## src/rtl/sysirq_pkg.sv

```systemverilog
package sysirq_pkg;

    localparam int DATA_W      = 8;
    localparam int NUM_SRC     = 5;
    localparam int SRC_LSB     = 2;
    localparam int SUMMARY_BIT = 0;
    localparam int FREEZE_BIT  = 7;

    typedef enum logic [2:0] {
        SRC_VSYNC = 3'd0,
        SRC_TICK  = 3'd1,
        SRC_TXE   = 3'd2,
        SRC_RXF   = 3'd3,
        SRC_TONE  = 3'd4
    } src_idx_e;

    typedef logic [NUM_SRC-1:0] src_vec_t;

    typedef struct packed {
        logic ctrl_sel;
        logic ctrl_wr;
        logic ack_wr;
    } bus_strobe_t;

    function automatic src_vec_t src_field(input logic [DATA_W-1:0] d);
        return d[SRC_LSB +: NUM_SRC];
    endfunction

    function automatic logic [DATA_W-1:0] pack_status(input src_vec_t s, input logic summary);
        logic [DATA_W-1:0] r;
        r = '0;
        r[SRC_LSB +: NUM_SRC] = s;
        r[SUMMARY_BIT] = summary;
        return r;
    endfunction

endpackage

```

## src/rtl/sysirq_bus_dec.sv

```systemverilog
module sysirq_bus_dec
    import sysirq_pkg::*;
#(
    parameter int          ADDR_W    = 16,
    parameter logic [15:0] CTRL_ADDR = 16'hFE00,
    parameter logic [15:0] ACK_ADDR  = 16'hFE05
) (
    input  logic [ADDR_W-1:0] addr,
    input  logic              wr,
    output bus_strobe_t       strobe
);
    localparam logic [ADDR_W-1:0] CTRL_A = CTRL_ADDR[ADDR_W-1:0];
    localparam logic [ADDR_W-1:0] ACK_A  = ACK_ADDR[ADDR_W-1:0];

    always_comb begin
        strobe          = '0;
        strobe.ctrl_sel = (addr == CTRL_A);
        strobe.ctrl_wr  = wr && (addr == CTRL_A);
        strobe.ack_wr   = wr && (addr == ACK_A);
    end
endmodule

```

## src/rtl/sysirq_src_latch.sv

```systemverilog
module sysirq_src_latch #(
    parameter int N = 5
) (
    input  logic         clk,
    input  logic         rst,
    input  logic [N-1:0] set_i,
    input  logic [N-1:0] clr_i,
    output logic [N-1:0] q
);
    always_ff @(posedge clk) begin
        if (rst) q <= '0;
        else     q <= (q & ~clr_i) | set_i;
    end

    for (genvar k = 0; k < N; k++) begin : g_chk

        set_wins_chk: assert property (@(posedge clk) disable iff (rst)
            set_i[k] |=> q[k]);

        clr_takes_chk: assert property (@(posedge clk) disable iff (rst)
            (clr_i[k] && !set_i[k]) |=> !q[k]);
    end
endmodule

```

## src/rtl/sysirq_vsync_det.sv

```systemverilog
module sysirq_vsync_det #(
    parameter int LINE_W    = 9,
    parameter int VIS_LINES = 256
) (
    input  logic              clk,
    input  logic              rst,
    input  logic [LINE_W-1:0] line,
    output logic              enter_end,
    output logic              enter_top
);
    localparam logic [LINE_W-1:0] END_LINE = LINE_W'(VIS_LINES);

    logic [LINE_W-1:0] prev_line;

    always_ff @(posedge clk) begin
        if (rst) prev_line <= '0;
        else     prev_line <= line;
    end

    assign enter_end = (line == END_LINE) && (prev_line != END_LINE);
    assign enter_top = (line == '0) && (prev_line != '0);
endmodule

```

## src/rtl/sysirq_nmi_hold.sv

```systemverilog
module sysirq_nmi_hold (
    input  logic clk,
    input  logic rst,
    input  logic req_i,
    input  logic release_i,
    output logic fetch_en
);
    logic frozen;

    always_ff @(posedge clk) begin
        if (rst) frozen <= 1'b0;
        else     frozen <= req_i | (frozen & ~release_i);
    end

    assign fetch_en = ~frozen;


    freeze_on_req_chk: assert property (@(posedge clk) disable iff (rst)
        req_i |=> !fetch_en);

    release_chk: assert property (@(posedge clk) disable iff (rst)
        (release_i && !req_i) |=> fetch_en);
endmodule

```

## src/rtl/sysirq_ctrl.sv

```systemverilog
module sysirq_ctrl
    import sysirq_pkg::*;
#(
    parameter int          ADDR_W    = 16,
    parameter int          LINE_W    = 9,
    parameter int          VIS_LINES = 256,
    parameter logic [15:0] CTRL_ADDR = 16'hFE00,
    parameter logic [15:0] ACK_ADDR  = 16'hFE05
) (
    input  logic              clk,
    input  logic              rst,
    input  logic [ADDR_W-1:0] bus_addr,
    input  logic              bus_wr,
    input  logic [7:0]        bus_wdata,
    output logic [7:0]        bus_rdata,
    input  logic [LINE_W-1:0] vid_line,
    input  logic              rtc_tick,
    input  logic              tx_empty,
    input  logic              rx_full,
    input  logic              tone_det,
    input  logic              nmi_req,
    output logic              irq_n,
    output logic              vid_fetch_en
);
    bus_strobe_t strobe;
    src_vec_t    mask_q;
    src_vec_t    status_q;
    src_vec_t    set_vec;
    src_vec_t    clr_vec;
    logic        vs_enter_end;
    logic        vs_enter_top;
    logic        summary;

    sysirq_bus_dec #(
        .ADDR_W   (ADDR_W),
        .CTRL_ADDR(CTRL_ADDR),
        .ACK_ADDR (ACK_ADDR)
    ) u_dec (
        .addr  (bus_addr),
        .wr    (bus_wr),
        .strobe(strobe)
    );

    sysirq_vsync_det #(
        .LINE_W   (LINE_W),
        .VIS_LINES(VIS_LINES)
    ) u_vs (
        .clk      (clk),
        .rst      (rst),
        .line     (vid_line),
        .enter_end(vs_enter_end),
        .enter_top(vs_enter_top)
    );

    always_comb begin
        set_vec            = '0;
        set_vec[SRC_VSYNC] = vs_enter_end;
        set_vec[SRC_TICK]  = rtc_tick;
        set_vec[SRC_TXE]   = tx_empty;
        set_vec[SRC_RXF]   = rx_full;
        set_vec[SRC_TONE]  = tone_det;

        clr_vec = strobe.ack_wr ? src_field(bus_wdata) : '0;
        clr_vec[SRC_VSYNC] = clr_vec[SRC_VSYNC] | vs_enter_top;
    end

    sysirq_src_latch #(.N(NUM_SRC)) u_lat (
        .clk  (clk),
        .rst  (rst),
        .set_i(set_vec),
        .clr_i(clr_vec),
        .q    (status_q)
    );

    always_ff @(posedge clk) begin
        if (rst)                 mask_q <= '0;
        else if (strobe.ctrl_wr) mask_q <= src_field(bus_wdata);
    end

    sysirq_nmi_hold u_nmi (
        .clk      (clk),
        .rst      (rst),
        .req_i    (nmi_req),
        .release_i(strobe.ack_wr && bus_wdata[FREEZE_BIT]),
        .fetch_en (vid_fetch_en)
    );

    assign summary   = |(status_q & mask_q);
    assign irq_n     = ~summary;
    assign bus_rdata = strobe.ctrl_sel ? pack_status(status_q, summary) : '0;


    reset_state_chk: assert property (@(posedge clk)
        rst |=> (status_q == '0 && mask_q == '0 && vid_fetch_en && irq_n));

    mask_off_quiet_chk: assert property (@(posedge clk) disable iff (rst)
        (strobe.ctrl_wr && src_field(bus_wdata) == '0) |=> irq_n);

    vsync_raise_chk: assert property (@(posedge clk) disable iff (rst)
        vs_enter_end |=> status_q[SRC_VSYNC]);

    stray_write_chk: assert property (@(posedge clk) disable iff (rst)
        (bus_wr && !strobe.ctrl_wr) |=> $stable(mask_q));
endmodule

```

## config.mk

```make
export PLATFORM = sky130hd
export DESIGN_NAME = sysirq_ctrl
export DESIGN_NICKNAME = d
export VERILOG_FILES = /design/src/rtl/sysirq_pkg.sv /design/src/rtl/sysirq_bus_dec.sv /design/src/rtl/sysirq_src_latch.sv /design/src/rtl/sysirq_vsync_det.sv /design/src/rtl/sysirq_nmi_hold.sv /design/src/rtl/sysirq_ctrl.sv
export SDC_FILE = /design/constraint.sdc
export NUM_CORES = 1
export LEC_CHECK = 0
export ABC_AREA = 1
export BUFFER_PORTS_ARGS = -buffer_cell sky130_fd_sc_hd__buf_2
export CORE_ASPECT_RATIO = 1.4
export CORE_MARGIN = 8
export CORE_UTILIZATION = 45
export DETAILED_ROUTE_END_ITERATION = 7
export PLACE_DENSITY = 0.79
export SLEW_MARGIN = 25
export SYNTH_ARGS = -nofsm -noshare
export SYNTH_HDL_FRONTEND = slang
export SYNTH_SLANG_ARGS = --single-unit
```

## constraint.sdc

```tcl
create_clock -name clk -period 1.4 [get_ports clk]
set_input_delay 0.28 -clock clk [delete_from_list [all_inputs] [get_ports clk]]
set_output_delay 0.28 -clock clk [all_outputs]
set_load 0.01 [all_outputs]
```

==> results.json, run 1 <==
{
  "run_status": "complete, but fails checks",
  "violations": "setup timing",
  "crit_chain": "nand2_2 > o21ai_2 > a211oi_2 > nor2_1 > buf_2",
  "finalHoldViolCount": 0,
  "hold_path.class": "in2reg",
  "ys_warn_count": 0,
  "endpoint_kind": "output pin",
  "wl_met3_um": 154,
  "p_int_mw": 0.779,
  "pre_cts_slack_ns": -0.0448,
  "critPathTopFamily": "flip-flops",
  "period_needed_ns": 1.43,
  "core_area_mm2": 0.00218,
  "power_mw": 1.04,
  "fin_util_pct": 66.9,
  "drt_iter0_markers": 15,
  "critical_path_arrival_ns": 1.15,
  "grt_max_degree": 17,
  "die_w_um": 56.6,
  "cts_tree": "done",
  "skew_ns": 0.00640,
  "drc": 0,
  "clk_pin_slew_ns": 0.10,
  "clk_path_buf_depth": 2,
  "final_cells": 234,
  "cts.sinks": 20,
  "dr_wl_met2_mm": 1.52,
  "max_cap_viol_count": 0,
  "grt-ovfl-total": 0,
  "r2r_slack_ns": 0.45,
  "hpwlAfterDp_mm": 2.16,
  "clockPowerShare_pct": 24.4,
  "dp.cells": 226,
  "cts-root-buf": "clkbuf_4",
  "grt_pass1_wl_mm": 4.37,
  "antenna_left": 0,
  "p_comb_share_pct": 17.2,
  "grt_usage_pct": 12.9,
  "netlist_instances": 155,
  "routed.top_layer": "met4",
  "layout-drive-gt1-share_pct": 42.0,
  "cp_max_fo": 2,
  "worst-path-buf-inv": 1,
  "synth.avg_cell_area_um2": 6.70,
  "seq_area_frac_synth_pct": 38.6,
  "place.gp.congestion": 0.911,
  "start_util_pct": 47.7,
  "cts_buffers": 3,
  "max_freq_ghz": 0.697,
  "setup-tns-final_ns": -0.0434,
  "ios": 51,
  "power_frac_seq_pct": 58.4,
  "wl_per_cell_um": 11.8,
  "syn2layout_area_growth_pct": 40.2,
  "post-route-worst-setup-slack_ns": -0.0346,
  "setup_violations": 3,
  "vias_per_cell": 4.81,
  "crit_path_start_kind": "register",
  "antennaDiodeCount": 0,
  "finalWirelength_mm": 2.75,
  "vias": 1126,
  "ir_worst_vdd_v": 0.000621,
  "antenna_found_initial": 0,
  "synth_area_mm2": 0.00104,
  "power.share.switching_pct": 24.8,
  "slowest_delay_ns": 0.34,
  "ys_seq_elements": 20,
  "worst_ep_required_time_ns": 1.12,
  "power.leakage_nw": 0.765,
  "clk_latency_ns": 0.29,
  "yosysUniqueCellTypes": 21,
  "dr.pass1.iters": 4,
  "die_area_mm2": 0.00412,
  "finalMaxSlewViolations": 0,
  "rsz0062_at_grt": "true",
  "finalNetCount": 255,
  "htreeDepth": 1,
  "crit_type": "reg2out",
  "grt_pass1_vias": 1095,
  "portBuffers": 46,
  "p_sw_mw": 0.257,
  "wl_met1_mm": 1.04,
  "finalCritPeriodShare_pct": 102,
  "fp.dieH_um": 72.8,
  "rows": 20,
  "cpMaxStageDelayCell": "dfxtp_2",
  "pwr_density_cell_mw_per_mm2": 711
}
## Yosys cell counts (all sizes together)
cell,count,area (um^2)
o21ai,6,30.0
conb,1,3.75
dfxtp,20,400
inv,41,154
nand2,24,90.1
nor2,34,160
buf,3,20.0
clkbuf,1,3.75
nor3,1,10.0
nand3,6,52.6
o22ai,1,6.26
a21oi,5,25.0
nand4,11,75.1
a211oi,1,7.51
## tightest hold or removal path, stage by stage
cell	delay [ns]
buf_2	0.07
inv_1	0.04
nor2_1	0.07
## routing by layer
metal,track usage (%),up-vias
met5,0,-
met4,5.63,0
met3,4.18,5
met2,24.8,31
met1,11.6,509
li1,-,581
## metrics by stage
step / instance area (um^2) / hold WS, ns
2_1_floorplan: 1040 / 0.405
3_3_place_gp: 1320 / 0.453
3_5_place_dp: 1320 / 0.462
4_1_cts: 1390 / 0.184
5_1_grt: 1460 / 0.191
6_report: 1460 / 0.189
## kinds of logic (layout without fill, tap and decap cells)
kind of cell | count (synthesis) | in the layout | synth area share [%]
AND/OR/NAND/NOR | 76 | 76 | 37.3
other | 1 | 2 | 0.361
flip-flops | 20 | 20 | 38.6
buffers and inverters | 45 | 101 | 17.1
AO/OA/AOI/OAI | 13 | 13 | 6.63
## path summary, 6_finish.rpt
check                    startpoint                 to  depth (start not counted)
setup / recovery         u_lat.q[4]       bus_rdata[0]                          5
setup reg to reg  u_vs.prev_line[7]         u_lat.q[0]                          7
hold / removal          vid_line[3]  u_vs.prev_line[3]                          3
hold reg to reg          u_lat.q[2]         u_lat.q[2]                          2
## registers in the layout (all words and copies together), names as in the netlist
| name | count |
|---|---|
| mask_q | 5 |
| u_nmi.frozen | 1 |
| u_vs.prev_line | 9 |
| u_lat.q | 5 |
## timing repair
action                     in CTS  in global routing
setup endpoints to repair       7                  7
resized for setup              10                 16
pin swaps                       2                  8
hold buffers                    0                  0
setup buffers                   2                  3
## power groups by stage
| stage | clock (mW) | combinational (mW) | sequential (mW) |
|---|---|---|---|
| floorplan | 0 | 0.0791 | 0.613 |
| global placement | 0 | 0.151 | 0.615 |
| detailed placement | 0 | 0.158 | 0.616 |
| CTS | 0.267 | 0.168 | 0.605 |
| global route | 0.282 | 0.199 | 0.608 |
| finish | 0.253 | 0.178 | 0.605 |
## final cells by class
type	count	area, um^2
Clock buffer	3	22.5
Fill cell	205	721
Inverter	41	154
Multi-Input combinational cell	91	515
Sequential cell	20	405
Tap cell	22	27.5
Timing Repair Buffer	57	332
## cell usage in the layout, fill, tap and decap left out, types with 2 or more instances in the layout
| master | instances |
|---|---|
| nand3_2 | 2 |
| inv_2 | 5 |
| buf_6 | 3 |
| dfxtp_1 | 16 |
| dfxtp_2 | 4 |
| nor2_4 | 6 |
| nand3_1 | 3 |
| nor2_2 | 2 |
| buf_4 | 11 |
| o21ai_1 | 5 |
| conb_1 | 2 |
| buf_2 | 43 |
| inv_1 | 36 |
| nand2_2 | 4 |
| clkbuf_4 | 3 |
| a21oi_1 | 5 |
| nand4_1 | 10 |
| nor2_1 | 26 |
| nand2_1 | 20 |
Power figures use the tool's default switching activity.
==> run 2: changes to the inputs <==
Settings changed: CORE_UTILIZATION 45 to 48, MAX_ROUTING_LAYER set to met4, PLACE_DENSITY 0.79 to 0.83.
Clock period 1.4 ns to 1.8 ns, I/O delays scaled along.
==> results.json, run 2 (synthesized netlist as in run 1, its figures left out) <==
{
  "cpMaxStageDelayCell": "nand4_2",
  "grt-ovfl-total": 0,
  "cts_buffers": 3,
  "cts-root-buf": "clkbuf_4",
  "clk_latency_ns": 0.30,
  "syn2layout_area_growth_pct": 27.8,
  "skew_ns": 0.00322,
  "cts_tree": "done",
  "reg2regPathDepth": 7,
  "critPathTopFamily": "simple AND/OR/NAND/NOR gates",
  "grt_usage_pct": 13.9,
  "cts.sinks": 20,
  "critical_path_arrival_ns": 1.25,
  "fp.dieH_um": 71.0,
  "path_common_cell": "buf_2",
  "p_int_mw": 0.637,
  "antenna_left": 0,
  "portBuffers": 46,
  "hold_depth": 3,
  "hp-start": "vid_line[5]",
  "vias": 1087,
  "reg2reg_to": "u_lat.q[0]",
  "power_frac_seq_pct": 56.2,
  "dr.pass1.iters": 5,
  "clk_path_buf_depth": 2,
  "slowest_delay_ns": 0.19,
  "top_regs": "u_vs.prev_line x9, mask_q x5, u_lat.q x5",
  "crit_chain": "buf_2 > nor2_2 > nand2_1 > nor2_4 > nand4_2 > nor2_1 > buf_2",
  "run_status": "completed",
  "antennaDiodeCount": 0,
  "cp_max_fo": 6,
  "rows": 20,
  "wl_per_cell_um": 11.4,
  "ir_worst_vdd_v": 0.000502,
  "setup-tns-final_ns": 0,
  "p_comb_share_pct": 13.9,
  "power.share.switching_pct": 23.7,
  "fillers": 197,
  "seq_area_um2": 400,
  "max_freq_ghz": 0.620,
  "hpwlAfterDp_mm": 2.19,
  "rsz0062_at_grt": "false",
  "start_util_pct": 49.4,
  "die_area_mm2": 0.00393,
  "finalNetCount": 246,
  "period_needed_ns": 1.61,
  "final_common_cell": "buf_2",
  "ios": 51,
  "place.gp.congestion": 0.876,
  "postCtsHoldBufs": 0,
  "r2r_slack_ns": 0.89,
  "finalCritPeriodShare_pct": 89.7,
  "drt_iter0_markers": 19,
  "antenna_found_initial": 0,
  "die_w_um": 55.3,
  "worst_ep_required_time_ns": 1.44,
  "pwr_density_cell_mw_per_mm2": 629,
  "worst-path-buf-inv": 2,
  "endpoint_kind": "output pin",
  "clockPowerShare_pct": 29.9,
  "finalMaxSlewViolations": 0,
  "largest_register_ffs": 9,
  "drc": 0,
  "p_sw_mw": 0.198,
  "layout-drive-gt1-share_pct": 30.4,
  "clk_pin_slew_ns": 0.10,
  "hold_path.class": "in2reg",
  "grt_pass1_wl_mm": 4.60,
  "multi_input_area_um2": 464,
  "min_to": "u_vs.prev_line[5]",
  "grt_pass1_vias": 1148,
  "finalHoldViolCount": 0,
  "fin_util_pct": 63.2,
  "crit_type": "in2out",
  "finalWirelength_mm": 2.57,
  "post_cts_resized": 0,
  "dp.cells": 222,
  "mostFrequentLayoutCells": "46 x buf_2, 41 x inv_1, 29 x nor2_1",
  "max_cap_viol_count": 0,
  "setup_violations": 0,
  "final_cells": 226,
  "largest-register": "u_vs.prev_line",
  "vias_per_cell": 4.81,
  "core_area_mm2": 0.00210,
  "crit_path_start_kind": "primary input",
  "cts_setup_buffers": 0,
  "power.leakage_nw": 0.715,
  "htreeDepth": 1,
  "grt_max_degree": 17,
  "reg2reg_from": "u_vs.prev_line[7]"
}
[run 2: worst max path at each step]
stage | slack, ns | end | start | depth (start not counted)
after floorplan | 0.36 | bus_rdata[0] | bus_addr[4] | 5
after global placement | 0.18 | bus_rdata[2] | bus_addr[4] | 7
after detailed placement | 0.15 | bus_rdata[2] | bus_addr[4] | 7
after CTS | 0.15 | bus_rdata[2] | bus_addr[4] | 7
after global routing | 0.02 | bus_rdata[3] | bus_addr[4] | 7
final | 0.19 | bus_rdata[2] | bus_addr[4] | 7
[run 2: area by class of cell]
class / instances / share of cell area (%)
Multi-Input combinational cell: 91 / 35.0
Sequential cell: 20 / 30.2
Timing Repair Buffer: 48 / 18.5
Inverter: 41 / 11.6
Clock buffer: 4 / 2.73
Tap cell: 22 / 2.07
[run 2: routing by layer]
layer	wire, um	vias up	global-route usage (%)
li1	-	563	-
met5	0	-	-
met2	1390	36	25.6
met1	968	484	13.4
met3	191	4	4.11
met4	19	0	4.12
[run 2: per-stage QoR]
step / total power, mW / hold WS (ns) / area [um^2] / setup slack [ns]
floorplan: 0.538 / 0.440 / 1040 / 0.360
global placement: 0.588 / 0.456 / 1290 / 0.183
detailed placement: 0.596 / 0.461 / 1290 / 0.149
CTS: 0.845 / 0.263 / 1330 / 0.148
global route: 0.878 / 0.275 / 1330 / 0.0247
finish: 0.835 / 0.270 / 1330 / 0.186
[run 2: tightest hold or removal path, cell delays in order]
cell,delay [ns]
buf_2,0.07
inv_1,0.04
nor2_1,0.07
[run 2: power groups by stage]
stage	logic (mW)	clock network (mW)	registers [mW]
floorplan	0.0615	0	0.477
global placement	0.110	0	0.478
detailed placement	0.117	0	0.479
CTS	0.117	0.259	0.469
global route	0.133	0.274	0.471
finish	0.116	0.250	0.469
